File: src/rtl/cls_inject_sched.sv
module cls_inject_sched #(
  parameter int N_CLASS  = 8,
  parameter int UNIT_W   = 6,
  parameter int POOL_W   = 8,
  parameter int QOS_INIT = 16,
  parameter int BE_INIT  = 16,
  parameter int QOS_BASE = 4,
  localparam int PRIO_W  = $clog2(N_CLASS)
) (
  input  logic                      clk,
  input  logic                      rst_n,
  input  logic [N_CLASS-1:0]        req_valid,
  input  logic [N_CLASS*UNIT_W-1:0] req_units,
  output logic [N_CLASS-1:0]        req_ack,
  input  logic                      out_ready,
  output logic                      out_valid,
  output logic                      out_sop,
  output logic                      out_eop,
  output logic                      out_vc,
  output logic [PRIO_W-1:0]         out_prio,
  input  logic                      ret_qos,
  input  logic                      ret_be
);

  logic              busy_q, first_q;
  logic [PRIO_W-1:0] cls_q;
  logic [UNIT_W-1:0] left_q;
  logic [POOL_W-1:0] pool_qos_q, pool_be_q;

  logic [N_CLASS-1:0] elig;
  logic               any_elig, grant, win_qos, beat;
  logic [PRIO_W-1:0]  win_idx;
  logic [UNIT_W-1:0]  win_units;
  logic [POOL_W-1:0]  spend_qos, spend_be;

  for (genvar c = 0; c < N_CLASS; c++) begin : g_elig
    logic [UNIT_W-1:0] u;
    logic [POOL_W-1:0] avail;
    assign u     = req_units[c*UNIT_W +: UNIT_W];
    assign avail = (c >= QOS_BASE) ? pool_qos_q : pool_be_q;
    assign elig[c] = req_valid[c] && (u != '0) && (POOL_W'(u) <= avail);

    assert property (@(posedge clk) disable iff (!rst_n)
      req_ack[c] |-> (u != '0))
      else $error("assert_zero_ignored_R7");
  end

  always_comb begin
    win_idx = '0;
    for (int c = 0; c < N_CLASS; c++)
      if (elig[c]) win_idx = PRIO_W'(c);
  end

  assign any_elig  = |elig;
  assign grant     = !busy_q && any_elig;
  assign req_ack   = grant ? (N_CLASS'(1) << win_idx) : '0;
  assign win_units = req_units[win_idx*UNIT_W +: UNIT_W];
  assign win_qos   = (win_idx >= PRIO_W'(QOS_BASE));
  assign spend_qos = (grant && win_qos)  ? POOL_W'(win_units) : '0;
  assign spend_be  = (grant && !win_qos) ? POOL_W'(win_units) : '0;
  assign beat      = busy_q && out_ready;

  always_ff @(posedge clk) begin
    if (!rst_n) begin
      pool_qos_q <= POOL_W'(QOS_INIT);
      pool_be_q  <= POOL_W'(BE_INIT);
    end else begin
      pool_qos_q <= pool_qos_q - spend_qos + POOL_W'(ret_qos);
      pool_be_q  <= pool_be_q  - spend_be  + POOL_W'(ret_be);
    end
  end

  always_ff @(posedge clk) begin
    if (!rst_n) begin
      busy_q  <= 1'b0;
      first_q <= 1'b0;
      cls_q   <= '0;
      left_q  <= '0;
    end else if (grant) begin
      busy_q  <= 1'b1;
      first_q <= 1'b1;
      cls_q   <= win_idx;
      left_q  <= win_units;
    end else if (beat) begin
      first_q <= 1'b0;
      left_q  <= left_q - 1'b1;
      if (left_q == UNIT_W'(1)) busy_q <= 1'b0;
    end
  end

  assign out_valid = busy_q;
  assign out_sop   = busy_q && first_q;
  assign out_eop   = busy_q && (left_q == UNIT_W'(1));
  assign out_prio  = cls_q;
  assign out_vc    = (cls_q >= PRIO_W'(QOS_BASE));

  assert property (@(posedge clk) disable iff (!rst_n) $onehot0(req_ack))
    else $error("assert_ack_onehot_R2");

  assert property (@(posedge clk) disable iff (!rst_n)
    (req_ack != '0) |=> out_valid && out_sop && ((N_CLASS'(1) << out_prio) == $past(req_ack)))
    else $error("assert_first_beat_R8");

  assert property (@(posedge clk) disable iff (!rst_n)
    out_valid && !out_ready |=> out_valid && $stable(out_prio) && $stable(out_sop) && $stable(out_eop))
    else $error("assert_hold_on_stall_R6");

  assert property (@(posedge clk) disable iff (!rst_n)
    out_valid && out_eop && out_ready |=> !out_valid)
    else $error("assert_release_after_eop_R6");

  assert property (@(posedge clk) disable iff (!rst_n)
    (pool_qos_q <= POOL_W'(QOS_INIT)) && (pool_be_q <= POOL_W'(BE_INIT)))
    else $error("assert_pool_bound_R5");

endmodule

File: config.mk
export PLATFORM = sky130hd
export DESIGN_NAME = cls_inject_sched
export DESIGN_NICKNAME = d
export VERILOG_FILES = /design/src/rtl/cls_inject_sched.sv
export SDC_FILE = /design/constraint.sdc
export NUM_CORES = 1
export LEC_CHECK = 0
export BUFFER_PORTS_ARGS = -buffer_cell sky130_fd_sc_hd__buf_2
export CAP_MARGIN = 15
export CORE_MARGIN = 2
export CORE_UTILIZATION = 40
export DETAILED_ROUTE_END_ITERATION = 6
export SLEW_MARGIN = 25
export SYNTH_ARGS = -nofsm -noshare
export SYNTH_HDL_FRONTEND = slang
export SYNTH_SLANG_ARGS = --single-unit
File: constraint.sdc
create_clock -name clk -period 10.8 [get_ports clk]
set_clock_uncertainty 0.05 [all_clocks]
set_input_delay 0.54 -clock clk [delete_from_list [all_inputs] [get_ports clk]]
set_output_delay 0.54 -clock clk [all_outputs]
set_load 0.01 [all_outputs]
[After elaboration in Yosys (flattened, before gate mapping)]
Index checks and enable logic that the tools add are counted.
Operators by class
  reductions and logical operators: 36
  magnitude comparators: 10
  multipliers: 1
  eq/ne operators: 1
  $add $sub $neg: 5
  multiplexer cells: 17
  shift operators: 2
Operators by type and width (number)
  $le A6 B8 Y1: 8
  $reduce_bool A6 Y1: 8
  $shiftx A48 B7 Y6: 1
  $mux W6: 4
  $logic_and A1 B1 Y1: 22
  $mux W3: 6
  $add A8 B1 Y8: 2
  $sub A8 B6 Y8: 2
  $mux W8: 1
  $reduce_or A8 Y1: 1
  $shl A1 B3 Y8 const A: 1
  $eq A6 B1 Y1 const B: 1
  $ge A3 B3 Y1 const B: 2
  $mux W1: 6
  $sub A6 B1 Y6 const B: 1
  $mul A3 B2 Y5 const B: 1
  $reduce_bool A2 Y1: 2
  $logic_not A1 Y1: 2
  $reduce_and A2 Y1: 1
Word-level totals
  output and inout port bits: 15
  register bits: 27
  input port bits: 61
  word-level logic and storage cells: 78

[Longest topological paths before layout]
  depth after elaboration: 16
  mapped depth: 23
  gate-level depth less buffers: 22

[Least setup slack after synthesis]
No wires, ideal clock.
  kind: input -> register
  start point: input req_units[27]
  end point: register pool_qos_q[7], in the netlist g_elig[4].avail[7]
  data arrival time: 4271 ps
  path slack: 6364 ps
  data required time: 10635 ps
  cell stages on the path: 20
  cell sequence: ha_1 > nand4_1 > o211ai_1 > o311ai_1 > or2_2 > a311o_1 > or2_1 > buf_6 > o221a_1 > o221ai_1 > ha_1 > ha_1 > a21o_1 > a21oi_1 > o21bai_1 > a21oi_1 > o21bai_1 > a21oi_1 > xor2_1 > and2_1
On the way
  word-level cells in the longest chain between the ends: 12
  elaborated cells between the ends (all ways): 17
  classes of those cells: add/sub (2); mul (1); order compare (2); shift (1); mux (5); reduce/logical (6)
Ends and longest elaborated chain
  start, declared: RTL line 13  | input logic [N_CLASS*UNIT_W-1:0] req_units,
  parallel branches: the longest is 9 deep, another holds $le A6 B8 Y1
  $mux W6 (*): RTL line 59  | assign spend_qos = (grant && win_qos) ? POOL_W'(win_units) : '0;
  $sub A8 B6 Y8 (*): RTL line 68  | pool_qos_q <= pool_qos_q - spend_qos + POOL_W'(ret_qos);
  $add A8 B1 Y8 (*): RTL line 68
  end signal, assigned: RTL line 65  | pool_qos_q <= POOL_W'(QOS_INIT);
  end signal, assigned: RTL line 68
  end, declared: RTL line 28  | logic [POOL_W-1:0] pool_qos_q, pool_be_q;
Every way passes the cells marked *.
A chain may end at the register's enable or synchronous reset.

[Worst setup path after layout]
  start point: register pool_qos_q[2], in the netlist g_elig[4].avail[2]
  end point: register pool_be_q[7], in the netlist g_elig[0].avail[7]
On the way
  word-level cells in the longest chain between the ends: 12
  elaborated cells between the ends (all ways): 22
  classes of those cells: add/sub (2); mul (1); order compare (5); shift (1); mux (5); reduce/logical (8)
Ends and longest elaborated chain
  parallel branches: the longest is 9 deep, another holds $le A6 B8 Y1
  $mux W6 (*): RTL line 60  | assign spend_be = (grant && !win_qos) ? POOL_W'(win_units) : '0;
  $sub A8 B6 Y8 (*): RTL line 69  | pool_be_q <= pool_be_q - spend_be + POOL_W'(ret_be);
  $add A8 B1 Y8 (*): RTL line 69
  end signal, assigned: RTL line 66  | pool_be_q <= POOL_W'(BE_INIT);
  end signal, assigned: RTL line 69
  end, declared: RTL line 28
Marks and branches as above.

==> metrics.txt <==
Post CTS Setup Buffer Count=0; WL final=9940 um; HP Class=reg2reg; CTS Root Cell=clkbuf_8; n_diodes=0; largest net degree at the start of global routing=28; final period utilization=0.476; grt total ovfl=0; net count after synthesis=571; Initial Utilization=0.408; Gate Count Post-Synth=430; vias in the first global route=3408; Setup CP Type=reg2reg; via count=3430; first-pass GRT wire length=16200 um; Critical Path Sink Type=flip-flop; cts repair resizes=0; Longest Clk Path Bufs=2; worst-skew pair later-pin latency=0.27 ns; share of layout cells above drive strength 1=0.180; Worst IR Drop VDD=82.4 uV; WL/cell=16.4 um; crit path DAT=5.27 ns; synth cell count leaders=ha_1 (78), inv_1 (44), a21oi_1 (30); Pins Over Slew Limit=0; Pwr Density=246 nW/um^2; vias per cell=5.65; Seq/Total Area, Yosys=0.154; Ports=76; CP Data Required Time=10.93 ns; initial antenna violation count=0; Netlist Area Pre-Place=3510 um^2; # Max-Cap Violations=0; FFs w/ async S/R, synth=0; Die X=97.6 um; row count=34; worst slew pin tran=0.641 ns; TritonCTS Buffers=3; Worst setup SP type=flip-flop; die height=97.6 um; crit-path max FO=16; DRT antenna net count=0; Tmin final=5.14 ns; worst rel slew slack=0.572; largest cells by area after synthesis=ha_1 (28%), dfxtp_1 (15%), inv_1 (4.7%), a21oi_1 (4.3%), o21ai_0 (3.1%); Post-synth EDFFs=0; top cell type by total area after synthesis=ha_1; pre-CTS setup slack=5.48 ns; core area=8590 um^2; H-tree depth=1; CTS tree=built; Synth Flop Type=dfxtp_1; nets=641; Synth top area share=0.278; area grow syn2layout=13.6%; CTS sink cnt=27; # port buffers=75; Yosys reg bits=27; Placer Congestion=0.922; HPWL after detailed placement=8470 um; gr usage total=0.207; Die Footprint=9530 um^2; synth unique cells=51; setup TNS=0 ns; Final setup viols=0; status=finished, final reports clean; Final Hold Viols=0; Syn. warnings=0; slack of the critical path=5.66 ns; P_leak=1.91 nW; DRT Pass-1 Iters=4; average size of a mapped cell=8.15 um^2; most frequent cell after synthesis=ha_1; Achievable Freq=0.195 GHz; RSZ-0062 raised after global routing=no; initial drt markers=152; # hold bufs at CTS=0; clk slew on worst S/H paths=0.09 ns; # DRC=0
==> worst max-delay path, cell delays in order, from the launching register on <==
cell,delay [ns]
dfxtp_1,0.36
inv_1,0.13
ha_1,0.33
nand4_1,0.13
o211ai_1,0.22
o311ai_1,0.20
o211ai_1,0.30
o211ai_4,0.24
a21oi_1,0.60
nand2_1,0.32
o221ai_1,0.36
ha_1,0.31
ha_1,0.29
a21o_1,0.18
a21oi_1,0.23
o21bai_1,0.09
a21oi_1,0.22
o21bai_1,0.09
a21oi_1,0.17
xor2_1,0.08
and2_1,0.15
==> registers in the layout, indices dropped and copies added (netlist names) <==
register,cells
out_valid,1
g_elig.avail,16
first_q,1
out_prio,3
left_q,6
==> through the flow <==
| step | instances | util | instance area [um^2] | hold WS, ns | power, W |
|---|---|---|---|---|---|
| detailed placement | 603 | 0.458 | 3940 | 0.398 | 0.000920 |
| global route | 607 | 0.463 | 3980 | 0.428 | 0.00110 |
| global placement | 603 | 0.458 | 3940 | 0.388 | 0.000905 |
| CTS | 607 | 0.463 | 3980 | 0.414 | 0.000983 |
| finish | 607 | 0.463 | 3980 | 0.411 | 0.000980 |
| floorplan | 430 | - | 3510 | 0.378 | 0.000761 |
==> cells in the final DEF, fill, tap and decap left out, types with 3 or more instances in the layout <==
| cell type | instances |
|---|---|
| ha_1 | 78 |
| buf_2 | 75 |
| inv_1 | 44 |
| a21oi_1 | 30 |
| nand2_1 | 27 |
| dfxtp_1 | 27 |
| nor2_1 | 26 |
| o21ai_0 | 22 |
| nor2b_1 | 13 |
| nand4_1 | 11 |
| and2_1 | 11 |
| o211ai_1 | 10 |
| xnor2_1 | 10 |
| a21o_1 | 9 |
| a31oi_1 | 8 |
| nor3_1 | 8 |
| or4_1 | 7 |
| o22ai_1 | 6 |
| mux2i_1 | 6 |
| o21bai_1 | 5 |
| o21a_1 | 5 |
| o221ai_1 | 5 |
| a211oi_1 | 4 |
| nand2b_1 | 4 |
| o221a_1 | 4 |
| xor2_1 | 4 |
| nand3_1 | 3 |
| or2_2 | 3 |
| nor3b_1 | 3 |
| clkbuf_8 | 3 |
==> power by group <==
part           internal [W]  switching (W)
combinational      0.000341       0.000418
clock             0.0000265      0.0000326
sequential         0.000137      0.0000253
==> cell families after synthesis <==
kind of cell / count (synthesis) / share of synthesized area
muxes: 6 / 0.0171
xor gates and xnor gates: 14 / 0.0350
AOI/OAI and AO/OA: 127 / 0.251
and+or+nand+nor: 122 / 0.183
DFF: 27 / 0.154
buffers and inverters: 54 / 0.0696
adders and majority gates: 80 / 0.290
==> worst paths after layout <==
check | startpoint | end | slack, ns | cells past startpoint
setup / recovery | g_elig[4].avail[2] | g_elig[0].avail[7] | 5.66 | 20
hold / removal | first_q | first_q | 0.41 | 2
setup reg to reg | g_elig[4].avail[2] | g_elig[0].avail[7] | 5.66 | 20
hold reg to reg | first_q | first_q | 0.41 | 2
==> area by class of cell <==
type,instances,area (um^2)
inverter,44,165
timing repair buffer,75,375
clock buffer,4,45.0
fill,889,4610
multi-input combinational,349,2720
sequential,27,541
tap,108,135
==> metal layers <==
layer,track usage,share of wire
met5,0,0
met1,0.274,0.47
met3,0.0288,0.051
met4,0.0598,0.019
met2,0.351,0.46
Note: power is estimated with default switching activity, not from simulation.
